`src/rtl/clkdiv_pkg.sv`:
```
package clkdiv_pkg;

    localparam int RATIO_W = 5;
    localparam int DATA_W  = 16;
    localparam int ADDR_W  = 3;
    localparam int EN_BIT  = 15;
    localparam int NUM_SYS = 3;
    localparam int MULT_MIN = 2;
    localparam int MULT_MAX = 15;

    typedef enum logic [ADDR_W-1:0] {
        A_MODE = 3'd0,
        A_MULT = 3'd1,
        A_PRE  = 3'd2,
        A_SYS0 = 3'd3,
        A_SYS1 = 3'd4,
        A_SYS2 = 3'd5,
        A_CORE = 3'd6
    } reg_addr_e;

    typedef struct packed {
        logic               en;
        logic [RATIO_W-1:0] code;
    } div_cfg_t;

    function automatic logic sys_code_ok(input logic [RATIO_W-1:0] c);
        return (c == RATIO_W'(0)) || (c == RATIO_W'(1)) || (c == RATIO_W'(3));
    endfunction

    function automatic logic mult_code_ok(input logic [RATIO_W-1:0] c);
        return (c >= RATIO_W'(MULT_MIN)) && (c <= RATIO_W'(MULT_MAX));
    endfunction

endpackage

```
`src/rtl/clkdiv_regs.sv`:
```
module clkdiv_regs
    import clkdiv_pkg::*;
(
    input  logic                     clk,
    input  logic                     rst_n,
    input  logic                     wr_en,
    input  logic [ADDR_W-1:0]        wr_addr,
    input  logic [DATA_W-1:0]        wr_data,
    output logic                     pll_mode,
    output logic [RATIO_W-1:0]       mult,
    output div_cfg_t                 pre_cfg,
    output div_cfg_t [NUM_SYS-1:0]   sys_cfg,
    output div_cfg_t                 core_cfg
);

    logic [RATIO_W-1:0] wd_code;
    logic               wd_en;
    logic               unused_bits;

    assign wd_code     = wr_data[RATIO_W-1:0];
    assign wd_en       = wr_data[EN_BIT];
    assign unused_bits = ^wr_data[EN_BIT-1:RATIO_W];

    always_ff @(posedge clk or negedge rst_n) begin
        if (!rst_n) begin
            pll_mode <= 1'b0;
        end else if (wr_en && wr_addr == A_MODE) begin
            pll_mode <= wr_data[0];
        end
    end

    always_ff @(posedge clk or negedge rst_n) begin
        if (!rst_n) begin
            mult <= RATIO_W'(MULT_MIN);
        end else if (wr_en && wr_addr == A_MULT && mult_code_ok(wd_code)) begin
            mult <= wd_code;
        end
    end

    always_ff @(posedge clk or negedge rst_n) begin
        if (!rst_n) begin
            pre_cfg <= '0;
        end else if (wr_en && wr_addr == A_PRE) begin
            pre_cfg <= '{en: wd_en, code: wd_code};
        end
    end

    always_ff @(posedge clk or negedge rst_n) begin
        if (!rst_n) begin
            core_cfg <= '0;
        end else if (wr_en && wr_addr == A_CORE) begin
            core_cfg <= '{en: wd_en, code: wd_code};
        end
    end

    for (genvar i = 0; i < NUM_SYS; i++) begin : g_sys_reg
        localparam logic [ADDR_W-1:0] MY_ADDR = ADDR_W'(int'(A_SYS0) + i);

        always_ff @(posedge clk or negedge rst_n) begin
            if (!rst_n) begin
                sys_cfg[i] <= '0;
            end else if (wr_en && wr_addr == MY_ADDR && sys_code_ok(wd_code)) begin
                sys_cfg[i] <= '{en: wd_en, code: wd_code};
            end
        end

        AST_SYS_CODE_LEGAL: assert property (@(posedge clk) disable iff (!rst_n)
            sys_code_ok(sys_cfg[i].code));

        AST_SYS_RESERVED_KEPT: assert property (@(posedge clk) disable iff (!rst_n)
            (wr_en && wr_addr == MY_ADDR && !sys_code_ok(wd_code)) |=> $stable(sys_cfg[i]));
    end

    AST_MULT_RESERVED_KEPT: assert property (@(posedge clk) disable iff (!rst_n)
        (wr_en && wr_addr == A_MULT && !mult_code_ok(wd_code)) |=> $stable(mult));

endmodule

```
`src/rtl/clkdiv_counter.sv`:
```
module clkdiv_counter #(
    parameter int RATIO_W = 5
) (
    input  logic               clk,
    input  logic               rst_n,
    input  logic               en,
    input  logic [RATIO_W-1:0] code,
    input  logic               in_ce,
    output logic               out_ce,
    output logic               out_lvl
);

    localparam int CNT_W = RATIO_W;

    typedef enum logic {
        DIV_OFF = 1'b0,
        DIV_RUN = 1'b1
    } div_state_e;

    div_state_e         state_q, state_d;
    logic [CNT_W-1:0]   cnt_q, cnt_d;
    logic [RATIO_W-1:0] cur_q, cur_d;
    logic [RATIO_W:0]   period;
    logic [RATIO_W:0]   hi_len;
    logic               at_end;

    assign period = {1'b0, cur_q} + (RATIO_W+1)'(1);
    assign hi_len = (cur_q == '0) ? (RATIO_W+1)'(1) : (period >> 1);
    assign at_end = (cnt_q == cur_q);

    // state register
    always_ff @(posedge clk or negedge rst_n) begin
        if (!rst_n) begin
            state_q <= DIV_OFF;
            cnt_q   <= '0;
            cur_q   <= '0;
        end else begin
            state_q <= state_d;
            cnt_q   <= cnt_d;
            cur_q   <= cur_d;
        end
    end

    // transitions: start, stop, wrap
    always_comb begin
        state_d = state_q;
        cnt_d   = cnt_q;
        cur_d   = cur_q;
        unique case (state_q)
            DIV_OFF: begin
                cnt_d = '0;
                cur_d = code;
                if (en) begin
                    state_d = DIV_RUN;
                end
            end
            DIV_RUN: begin
                if (!en) begin
                    state_d = DIV_OFF;
                    cnt_d   = '0;
                end else if (in_ce) begin
                    if (at_end) begin
                        cnt_d = '0;
                        cur_d = code;
                    end else begin
                        cnt_d = cnt_q + CNT_W'(1);
                    end
                end
            end
            default: begin
                state_d = DIV_OFF;
            end
        endcase
    end

    // outputs
    always_comb begin
        out_ce  = 1'b0;
        out_lvl = 1'b0;
        unique case (state_q)
            DIV_OFF: begin
                out_ce  = 1'b0;
                out_lvl = 1'b0;
            end
            DIV_RUN: begin
                out_ce  = in_ce && at_end;
                out_lvl = ({1'b0, cnt_q} < hi_len);
            end
            default: begin
                out_ce  = 1'b0;
                out_lvl = 1'b0;
            end
        endcase
    end

    AST_STOP_QUIET: assert property (@(posedge clk) disable iff (!rst_n)
        (!en && $past(en)) |=> (!out_ce && !out_lvl));

    AST_CNT_IN_PERIOD: assert property (@(posedge clk) disable iff (!rst_n)
        cnt_q <= cur_q);

    AST_RATIO_AT_WRAP: assert property (@(posedge clk) disable iff (!rst_n)
        (state_q == DIV_RUN && !(in_ce && at_end)) |=> $stable(cur_q));

    AST_NO_DOUBLE_TICK: assert property (@(posedge clk) disable iff (!rst_n)
        (out_ce && cur_q != '0 && code != '0) |=> !out_ce);

endmodule

```
`src/rtl/clkdiv_tree.sv`:
```
module clkdiv_tree
    import clkdiv_pkg::*;
(
    input  logic         clk,
    input  logic         rst_n,
    input  logic         ref_ce,
    input  logic         pll_ce,
    input  logic         wr_en,
    input  logic [2:0]   wr_addr,
    input  logic [15:0]  wr_data,
    output logic [4:0]   pll_mult,
    output logic         pre_ce,
    output logic         pre_clk,
    output logic [2:0]   sys_ce,
    output logic [2:0]   sys_clk,
    output logic         core_ce,
    output logic         core_clk
);

    logic                   pll_mode;
    div_cfg_t               pre_cfg;
    div_cfg_t               core_cfg;
    div_cfg_t [NUM_SYS-1:0] sys_cfg;
    logic                   sys_src_ce;

    clkdiv_regs i_regs (
        .clk      (clk),
        .rst_n    (rst_n),
        .wr_en    (wr_en),
        .wr_addr  (wr_addr),
        .wr_data  (wr_data),
        .pll_mode (pll_mode),
        .mult     (pll_mult),
        .pre_cfg  (pre_cfg),
        .sys_cfg  (sys_cfg),
        .core_cfg (core_cfg)
    );

    clkdiv_counter #(.RATIO_W(RATIO_W)) i_pre (
        .clk     (clk),
        .rst_n   (rst_n),
        .en      (pre_cfg.en),
        .code    (pre_cfg.code),
        .in_ce   (ref_ce),
        .out_ce  (pre_ce),
        .out_lvl (pre_clk)
    );

    clkdiv_counter #(.RATIO_W(RATIO_W)) i_core (
        .clk     (clk),
        .rst_n   (rst_n),
        .en      (core_cfg.en),
        .code    (core_cfg.code),
        .in_ce   (ref_ce),
        .out_ce  (core_ce),
        .out_lvl (core_clk)
    );

    assign sys_src_ce = pll_mode ? pll_ce : ref_ce;

    for (genvar i = 0; i < NUM_SYS; i++) begin : g_sys
        logic [RATIO_W-1:0] eff_code;

        if (i == 0) begin : g_first
            // bypass skips the first system divider's ratio
            assign eff_code = pll_mode ? sys_cfg[i].code : '0;
        end else begin : g_other
            assign eff_code = sys_cfg[i].code;
        end

        clkdiv_counter #(.RATIO_W(RATIO_W)) i_div (
            .clk     (clk),
            .rst_n   (rst_n),
            .en      (sys_cfg[i].en),
            .code    (eff_code),
            .in_ce   (sys_src_ce),
            .out_ce  (sys_ce[i]),
            .out_lvl (sys_clk[i])
        );

        AST_SYS_FOLLOWS_SOURCE: assert property (@(posedge clk) disable iff (!rst_n)
            sys_ce[i] |-> (pll_mode ? pll_ce : ref_ce));
    end

endmodule

```
`config.mk`:
```
export PLATFORM = sky130hd
export DESIGN_NAME = clkdiv_tree
export DESIGN_NICKNAME = d
export VERILOG_FILES = /design/src/rtl/clkdiv_pkg.sv /design/src/rtl/clkdiv_regs.sv /design/src/rtl/clkdiv_counter.sv /design/src/rtl/clkdiv_tree.sv
export SDC_FILE = /design/constraint.sdc
export NUM_CORES = 1
export LEC_CHECK = 0
export BUFFER_PORTS_ARGS = -buffer_cell sky130_fd_sc_hd__buf_2
export CAP_MARGIN = 20
export CORE_MARGIN = 3
export CORE_UTILIZATION = 60
export CTS_BUF_LIST = sky130_fd_sc_hd__clkbuf_8
export DETAILED_ROUTE_END_ITERATION = 8
export GPL_TIMING_DRIVEN = 0
export PLACE_DENSITY = 0.76
export SYNTH_ARGS = -nofsm -noshare
export SYNTH_HDL_FRONTEND = slang
export SYNTH_HIERARCHICAL = 1
export SYNTH_SLANG_ARGS = --single-unit
```
`constraint.sdc`:
```
create_clock -name clk -period 2.5 [get_ports clk]
set_clock_uncertainty 0.05 [all_clocks]
set_input_delay 0.25 -clock clk [delete_from_list [all_inputs] [get_ports clk]]
set_output_delay 0.25 -clock clk [all_outputs]
set_load 0.02 [all_outputs]
```
==> results.toml, run 1 <==
[run_status]
run_status = "finished, violations left"
violations = "setup timing"

[clocking]
path_clk_slew_ns = 0.08
cts_made_buffers = 9
cts_h_tree_depth = 3
cts_root_buffer = "sky130_fd_sc_hd__clkbuf_8"
clock_tree_from_tritoncts = "yes"
clock_path_buffers = 2
clk-insertion-delay-late_ns = 0.36
cts.sinks = 91

[detailed_routing]
antenna_left = 0
wl_met1_um = 5110
via_count_of_the_routed_design = 3960
top_signal_layer_used = "met4"
drc = 0
wl_met2_um = 5320
dr_wl_met3_um = 446
drt-vias-per-instance = 5.96
detail_route.first_pass.iterations = 4
drt_iter0_drc = 226
routed_wire_length_per_instance_um = 16.6
routed_wl_um = 11000

[logic_synthesis]
syn-num-nets = 551
ys_seq_area_share_pct = 43.0
post_synth.cell_area_avg_um2 = 10.8
post_synth_instance_area_um2 = 5300
ys_ff_latch = 91
synthesis.instances = 492
synth_edf_count = 0
ys.flop_type = "sky130_fd_sc_hd__dfrtp_1"
number_of_distinct_library_cells_after_synthesis = 51
synth-async-reset-ratio_pct = 100
ys_warn_count = 6

[power_and_ir_drop]
cellLeakagePower_nw = 2.80
power.total_mw = 4.44
irDropWorstVdd_mv = 0.580
powerDensity_nw_per_um2 = 698

[global_route]
grt_overflow = 0
number_of_global_route_vias_before_repair = 3896
globalRouteTotalUtil_pct = 22.8
grt_pass1_wl_um = 18400
grt_start_max_net_pins = 74
grt_antenna_before_repair = 0

[timing]
time_the_worst_path_needs_with_i_o_delays_and_setup_ns = 2.51
finalHoldViolCount = 0
setup_total_negative_slack_ns = -0.00693
min_period_over_period_pct = 100
slew_headroom_pct = 63.5
postLayoutSetupSlackWorst_ns = -0.00693
report.final.setup_viol = 1
grt_setup_unrepaired = "true"
timing_worst_slew_pin_value_ns = 0.545
timing.final.max_slew_violations = 0
holdWs_ns = 0.146
fmaxAchievable_mhz = 399

[hold_path]
holdCritStartpoint = "wr_data[2]"
min_path_type = "input pin to flop"

[place]
detailedPlacementHpwl_um = 7420
routabilityCongestion = 0.861
placed_area_um2 = 5600
post-place-ws_ns = 0.110
numPortBuffers = 28

[cells_and_area]
drive_above_1_share_pct = 32.9
layout.cell_area.non_filler_um2 = 6360
fillers = 553
layout-area-overhead-vs-synth_pct = 19.9
num_antenna_cells = 0
fin_nets = 613

[critical_path]
required_ns = 2.20
worst_ep_arrival_time_ns = 2.21
worstReg2RegStart = "i_regs/pll_mode$_DFFE_PN0P_"
critPathLaunchType = "flop"
setup.worst_path.end_class = "output port"
timing.critical_path.fanout_max = 4
cp-startpoint = "i_pre/cur_q[1]$_DFFE_PN0P_"
critical_path_class = "flop to output port"

[floorplanning]
initial_core_util_pct = 63.3
ios = 39
fp.dieW_um = 100
die_area_um2 = 10000
die-height_um = 100
coreArea_um2 = 8380
num_rows = 33

[job]
number_of_max_capacitance_violations_reported = 0
## synthesized netlist by cell type, types with 8 or more instances
master	number	area, um2
sky130_fd_sc_hd__nor2_1	30	113
sky130_fd_sc_hd__nor3_1	16	80.1
sky130_fd_sc_hd__o211ai_1	10	75.1
sky130_fd_sc_hd__o21ai_0	11	55.1
sky130_fd_sc_hd__dfrtp_1	90	2250
sky130_fd_sc_hd__nand3_1	25	125
sky130_fd_sc_hd__and3_1	15	93.8
sky130_fd_sc_hd__inv_1	22	82.6
sky130_fd_sc_hd__mux2_2	40	450
sky130_fd_sc_hd__ha_1	35	438
sky130_fd_sc_hd__nand2_1	36	135
sky130_fd_sc_hd__nand2b_1	8	50.1
sky130_fd_sc_hd__xnor2_1	25	219
sky130_fd_sc_hd__mux2_1	10	113
sky130_fd_sc_hd__nor4_1	10	62.6
## sequential cells by signal (all words and copies together), names as in the netlist, 5 cells and up
register / flops
i_pre/cnt_q: 5
i_regs/pre_cfg: 6
i_regs/mult: 5
i_core/cnt_q: 5
i_core/cur_q: 5
g_sys.i_div/cur_q: 15
g_sys.i_div/cnt_q: 15
i_pre/cur_q: 5
i_regs/sys_cfg: 18
i_regs/core_cfg: 6
## cell families (layout without fill, tap and decap cells)
family	after synthesis	in the layout	synth area share, %
AOI/OAI and AO/OA	71	71	10.9
xor gates and xnor gates	35	35	6.49
adders and majority gates	35	35	8.26
DFF	91	91	43.0
and+or+nand+nor	176	176	18.0
buffers and inverters	33	100	2.45
muxes	51	51	10.9
## cell type report
cell class / instances / area (um2) / share of cell area, %
plain buffers: 11 / 55.1 / 0.866
flip-flops and latches: 91 / 2280 / 35.9
multi-input cells: 368 / 3230 / 50.8
clock buffers: 10 / 138 / 2.16
clock inverters: 6 / 81.3 / 1.28
inverters: 22 / 82.6 / 1.30
repair buffers: 51 / 358 / 5.63
well taps: 105 / 131 / 2.07
## power by group
| part | switching [mW] | leakage (nW) | internal [mW] |
|---|---|---|---|
| combinational | 0.792 | 1.49 | 0.723 |
| sequential | 0.183 | 1.20 | 1.65 |
| clock | 0.503 | 0.113 | 0.584 |
## critical path, cell delays in order (launching register included)
cell,delay [ns]
sky130_fd_sc_hd__dfrtp_2,0.45
sky130_fd_sc_hd__buf_4,0.15
sky130_fd_sc_hd__ha_4,0.16
sky130_fd_sc_hd__mux2_4,0.29
sky130_fd_sc_hd__ha_4,0.17
sky130_fd_sc_hd__a2111oi_4,0.35
sky130_fd_sc_hd__o2bb2ai_2,0.15
sky130_fd_sc_hd__buf_6,0.14
## through the flow
stage | instances | util [%]
floorplan | 492 | -
global placement | 625 | 66.5
detailed placement | 626 | 66.9
CTS | 657 | 72.5
global route | 664 | 75.8
finish | 664 | 75.8
## per-layer routing
metal / vias up / track usage (%)
met3: 12 / 3.82
met5: - / 0
met2: 83 / 35.8
met4: 0 / 7.98
met1: 1951 / 32.4
li1: 1914 / -
## cell usage in the layout, fill, tap and decap left out, types with 6 or more instances in the layout
cell	count
sky130_fd_sc_hd__buf_4	25
sky130_fd_sc_hd__nor4_1	10
sky130_fd_sc_hd__o211ai_1	10
sky130_fd_sc_hd__nand3_2	6
sky130_fd_sc_hd__nand2_1	32
sky130_fd_sc_hd__dfrtp_1	88
sky130_fd_sc_hd__clkbuf_1	6
sky130_fd_sc_hd__clkbuf_8	10
sky130_fd_sc_hd__nor2_1	30
sky130_fd_sc_hd__mux2_1	10
sky130_fd_sc_hd__ha_4	11
sky130_fd_sc_hd__nand3_1	24
sky130_fd_sc_hd__or3_1	6
sky130_fd_sc_hd__inv_1	11
sky130_fd_sc_hd__buf_2	24
sky130_fd_sc_hd__and3_1	15
sky130_fd_sc_hd__nand2b_1	7
sky130_fd_sc_hd__and2_1	6
sky130_fd_sc_hd__inv_2	12
sky130_fd_sc_hd__mux2_2	36
sky130_fd_sc_hd__o21ai_0	11
sky130_fd_sc_hd__nor3_1	11
sky130_fd_sc_hd__xnor2_1	25
sky130_fd_sc_hd__ha_1	22
## worst paths after layout
| check | depth (start not counted) | slack, ns | endpoint |
|---|---|---|---|
| worst max-delay path | 7 | -0.007 | pre_clk |
| worst min register to register | 0 | 0.40 | g_sys[1].i_div/state_q$_DFF_PN0_ |
| worst min-delay path | 2 | 0.15 | i_regs/mult[2]$_DFFE_PN0P_ |
| worst max register to register | 5 | 0.44 | g_sys[2].i_div/cur_q[2]$_DFFE_PN0P_ |
| min in group asynchronous | 2 | 0.25 | g_sys[1].i_div/cnt_q[3]$_DFFE_PN0P_ |
| max in group asynchronous | 3 | 1.49 | i_pre/cur_q[1]$_DFFE_PN0P_ |
## repair_timing
item                       in CTS  in global routing
gates resized for setup        42                 43
hold endpoints to repair       18                  0
setup endpoints to repair       5                  5
pin swaps                      12                 16
setup buffers                  14                  7
hold buffers                    1                  0
(Power assumes the default switching activity.)
==> run 2, diff against run 1 <==
- CORE_MARGIN: 3 -> 10
- PLACE_DENSITY: 0.76 -> 0.77
- RECOVER_POWER: default -> 25
- SYNTH_HIERARCHICAL: 1 -> default
==> results.toml, run 2 <==
[timing]
holdWs_ns = 0.142
grt_setup_unrepaired = "true"
min_period_over_period_pct = 99.0
postLayoutSetupSlackWorst_ns = 0.0245
timing.final.max_slew_violations = 0
slew_headroom_pct = 30.3
setup_total_negative_slack_ns = 0
timing_worst_slew_pin_value_ns = 1.05
finalHoldViolCount = 0
report.final.setup_viol = 0
fmaxAchievable_mhz = 404
time_the_worst_path_needs_with_i_o_delays_and_setup_ns = 2.48

[place]
numPortBuffers = 28
detailedPlacementHpwl_um = 7570
placed_area_um2 = 5410
routabilityCongestion = 0.829
placed_cells_incl_taps = 604
post-place-ws_ns = 0.100

[critical_path]
worst_ep_arrival_time_ns = 2.18
critPathLaunchType = "flop"
timing.critical_path.fanout_max = 3
setup.worst_path.end_class = "output port"
critical_path_class = "flop to output port"
required_ns = 2.20

[global_route]
grt_start_max_net_pins = 77
number_of_global_route_vias_before_repair = 3804
grt_antenna_before_repair = 0
globalRouteTotalUtil_pct = 16.8
grt_overflow = 0
grt_pass1_wl_um = 18000

[cells_and_area]
num_antenna_cells = 0
largest_registers = "i_regs.sys_cfg (18), g_sys.i_div.cnt_q (15), g_sys.i_div.cur_q (15)"
final_core_utilization_pct = 72.3
area_occupied_by_multi_input_gates_um2 = 2900
largest_register_ff_count = 18
fin_nets = 580
regMostFlops = "i_regs.sys_cfg"
drive_above_1_share_pct = 29.8
layout-area-overhead-vs-synth_pct = 17.0
layout.cell_area.non_filler_um2 = 5970
final_common_cell = "sky130_fd_sc_hd__dfrtp_1"
ff_latch_area_um2 = 2280
finish.cell_count_without_fillers = 631
fillers = 580
most-common-layout-cells = "sky130_fd_sc_hd__dfrtp_1 (85), sky130_fd_sc_hd__mux2_2 (44), sky130_fd_sc_hd__nand2_1 (41)"

[logic_synthesis]
ys_warn_count = 0
synthesis.instances = 470
synth.cells.most_frequent = "sky130_fd_sc_hd__dfrtp_1 (90), sky130_fd_sc_hd__mux2_2 (47), sky130_fd_sc_hd__nand2_1 (42), sky130_fd_sc_hd__ha_1 (35), sky130_fd_sc_hd__xor2_1 (29)"
post_synth.cell_area_avg_um2 = 10.9
ys_ff_latch = 91
synth_edf_count = 0
cell_types_with_the_largest_area_share_after_synthesis = "sky130_fd_sc_hd__dfrtp_1 (44%), sky130_fd_sc_hd__mux2_2 (10%), sky130_fd_sc_hd__ha_1 (8.6%)"
dominant_cell_by_count_in_the_synthesized_netlist = "sky130_fd_sc_hd__dfrtp_1"
synth.top_cell.area_share_pct = 44.1
syn-num-nets = 529
synth.largest_area_cell = "sky130_fd_sc_hd__dfrtp_1"
synth-async-reset-ratio_pct = 100
post_synth_instance_area_um2 = 5100
ys.flop_type = "sky130_fd_sc_hd__dfrtp_1"
ys_seq_area_share_pct = 44.6
number_of_distinct_library_cells_after_synthesis = 45

[detailed_routing]
routed_wl_um = 10900
routed_wire_length_per_instance_um = 17.2
dr_wl_met3_um = 427
antenna_left = 0
drt-vias-per-instance = 5.89
wl_met2_um = 5500
drt_iter0_drc = 160
detail_route.first_pass.iterations = 4
via_count_of_the_routed_design = 3719
drc = 0
top_signal_layer_used = "met4"
wl_met1_um = 4820

[clocking]
path_clk_slew_ns = 0.08
cts.sinks = 91
cts_made_buffers = 9
cts_root_buffer = "sky130_fd_sc_hd__clkbuf_8"
clk-insertion-delay-late_ns = 0.35
clock_path_buffers = 2
cts_h_tree_depth = 3
clock_tree_from_tritoncts = "yes"

[floorplanning]
coreArea_um2 = 8260
die_area_um2 = 12600
num_rows = 33
ios = 39
die-height_um = 112
initial_core_util_pct = 61.8
fp.dieW_um = 112

[run_status]
run_status = "finished clean"

[power_and_ir_drop]
power.total_mw = 4.11
powerDensity_nw_per_um2 = 689
irDropWorstVdd_mv = 0.486
cellLeakagePower_nw = 2.67

[hold_path]
min_path_type = "input pin to flop"

[job]
number_of_max_capacitance_violations_reported = 0
[run 2: cell count changes in the layout (fill, tap and decap cells not counted), moves of 10 or more]
cell / change
sky130_fd_sc_hd__mux2_1: -10
sky130_fd_sc_hd__xor2_1: +24
sky130_fd_sc_hd__nor4_1: -10
sky130_fd_sc_hd__nor2_1: -17
sky130_fd_sc_hd__inv_2: -12
sky130_fd_sc_hd__nand4_1: +14
sky130_fd_sc_hd__inv_1: +13
[run 2: per-layer routing]
layer,vias up,track usage (%)
met5,-,0
met4,0,4.23
met3,11,3.67
met2,67,28.0
met1,1866,21.5
li1,1775,-
[run 2: path summary, 6_finish.rpt]
check | start | endpoint | slack, ns | depth (start not counted)
max reg2reg | i_core.cur_q[1]$_DFFE_PN0P_ | i_core.cur_q[1]$_DFFE_PN0P_ | 0.43 | 6
min in group asynchronous | rst_n | g_sys[0].i_div.cnt_q[3]$_DFFE_PN0P_ | 0.55 | 2
max | i_pre.cur_q[1]$_DFFE_PN0P_ | pre_clk | 0.02 | 9
max in group asynchronous | rst_n | g_sys[0].i_div.cur_q[0]$_DFFE_PN0P_ | 0.93 | 3
min reg2reg | i_regs.core_cfg[5]$_DFFE_PN0P_ | i_core.state_q$_DFF_PN0_ | 0.38 | 0
min | wr_data[3] | i_regs.mult[3]$_DFFE_PN0P_ | 0.14 | 3
[run 2: power breakdown]
group | switching (mW) | internal [mW]
clock | 0.479 | 0.400
combinational | 0.668 | 0.661
sequential | 0.244 | 1.66
[run 2: area by class of cell]
| type | count | share of cell area (%) |
|---|---|---|
| Timing Repair Buffer | 52 | 6.14 |
| Inverter | 19 | 1.19 |
| Sequential cell | 91 | 38.3 |
| Multi-Input combinational cell | 339 | 48.5 |
| Buffer | 9 | 0.817 |
| Clock inverter | 5 | 0.314 |
| Tap cell | 105 | 2.20 |
| Clock buffer | 11 | 2.54 |
[run 2: cell families after synthesis]
family / after synthesis / synth area share [%]
fa+ha+maj: 35 / 8.58
simple gates: 147 / 15.2
xor+xnor: 50 / 8.58
mux: 47 / 10.4
flops: 91 / 44.6
buf+inv: 40 / 3.43
compound gates: 60 / 9.19
[run 2: repair_timing]
action / in CTS / in global routing
pin swaps: 12 / 20
hold buffers: 1 / 0
endpoints found under the hold margin: 15 / 0
gates resized for setup: 32 / 28
buffers inserted: 17 / 5
endpoints found under the setup margin: 7 / 7
[run 2: critical path, stage by stage, from the launching register on]
cell                       delay [ns]
sky130_fd_sc_hd__dfrtp_1         0.40
sky130_fd_sc_hd__ha_2            0.22
sky130_fd_sc_hd__nand3_2         0.09
sky130_fd_sc_hd__xor2_1          0.16
sky130_fd_sc_hd__ha_1            0.31
sky130_fd_sc_hd__a21o_1          0.16
sky130_fd_sc_hd__nand2_1         0.06
sky130_fd_sc_hd__nand3b_1        0.09
sky130_fd_sc_hd__a41oi_2         0.19
sky130_fd_sc_hd__buf_6           0.15
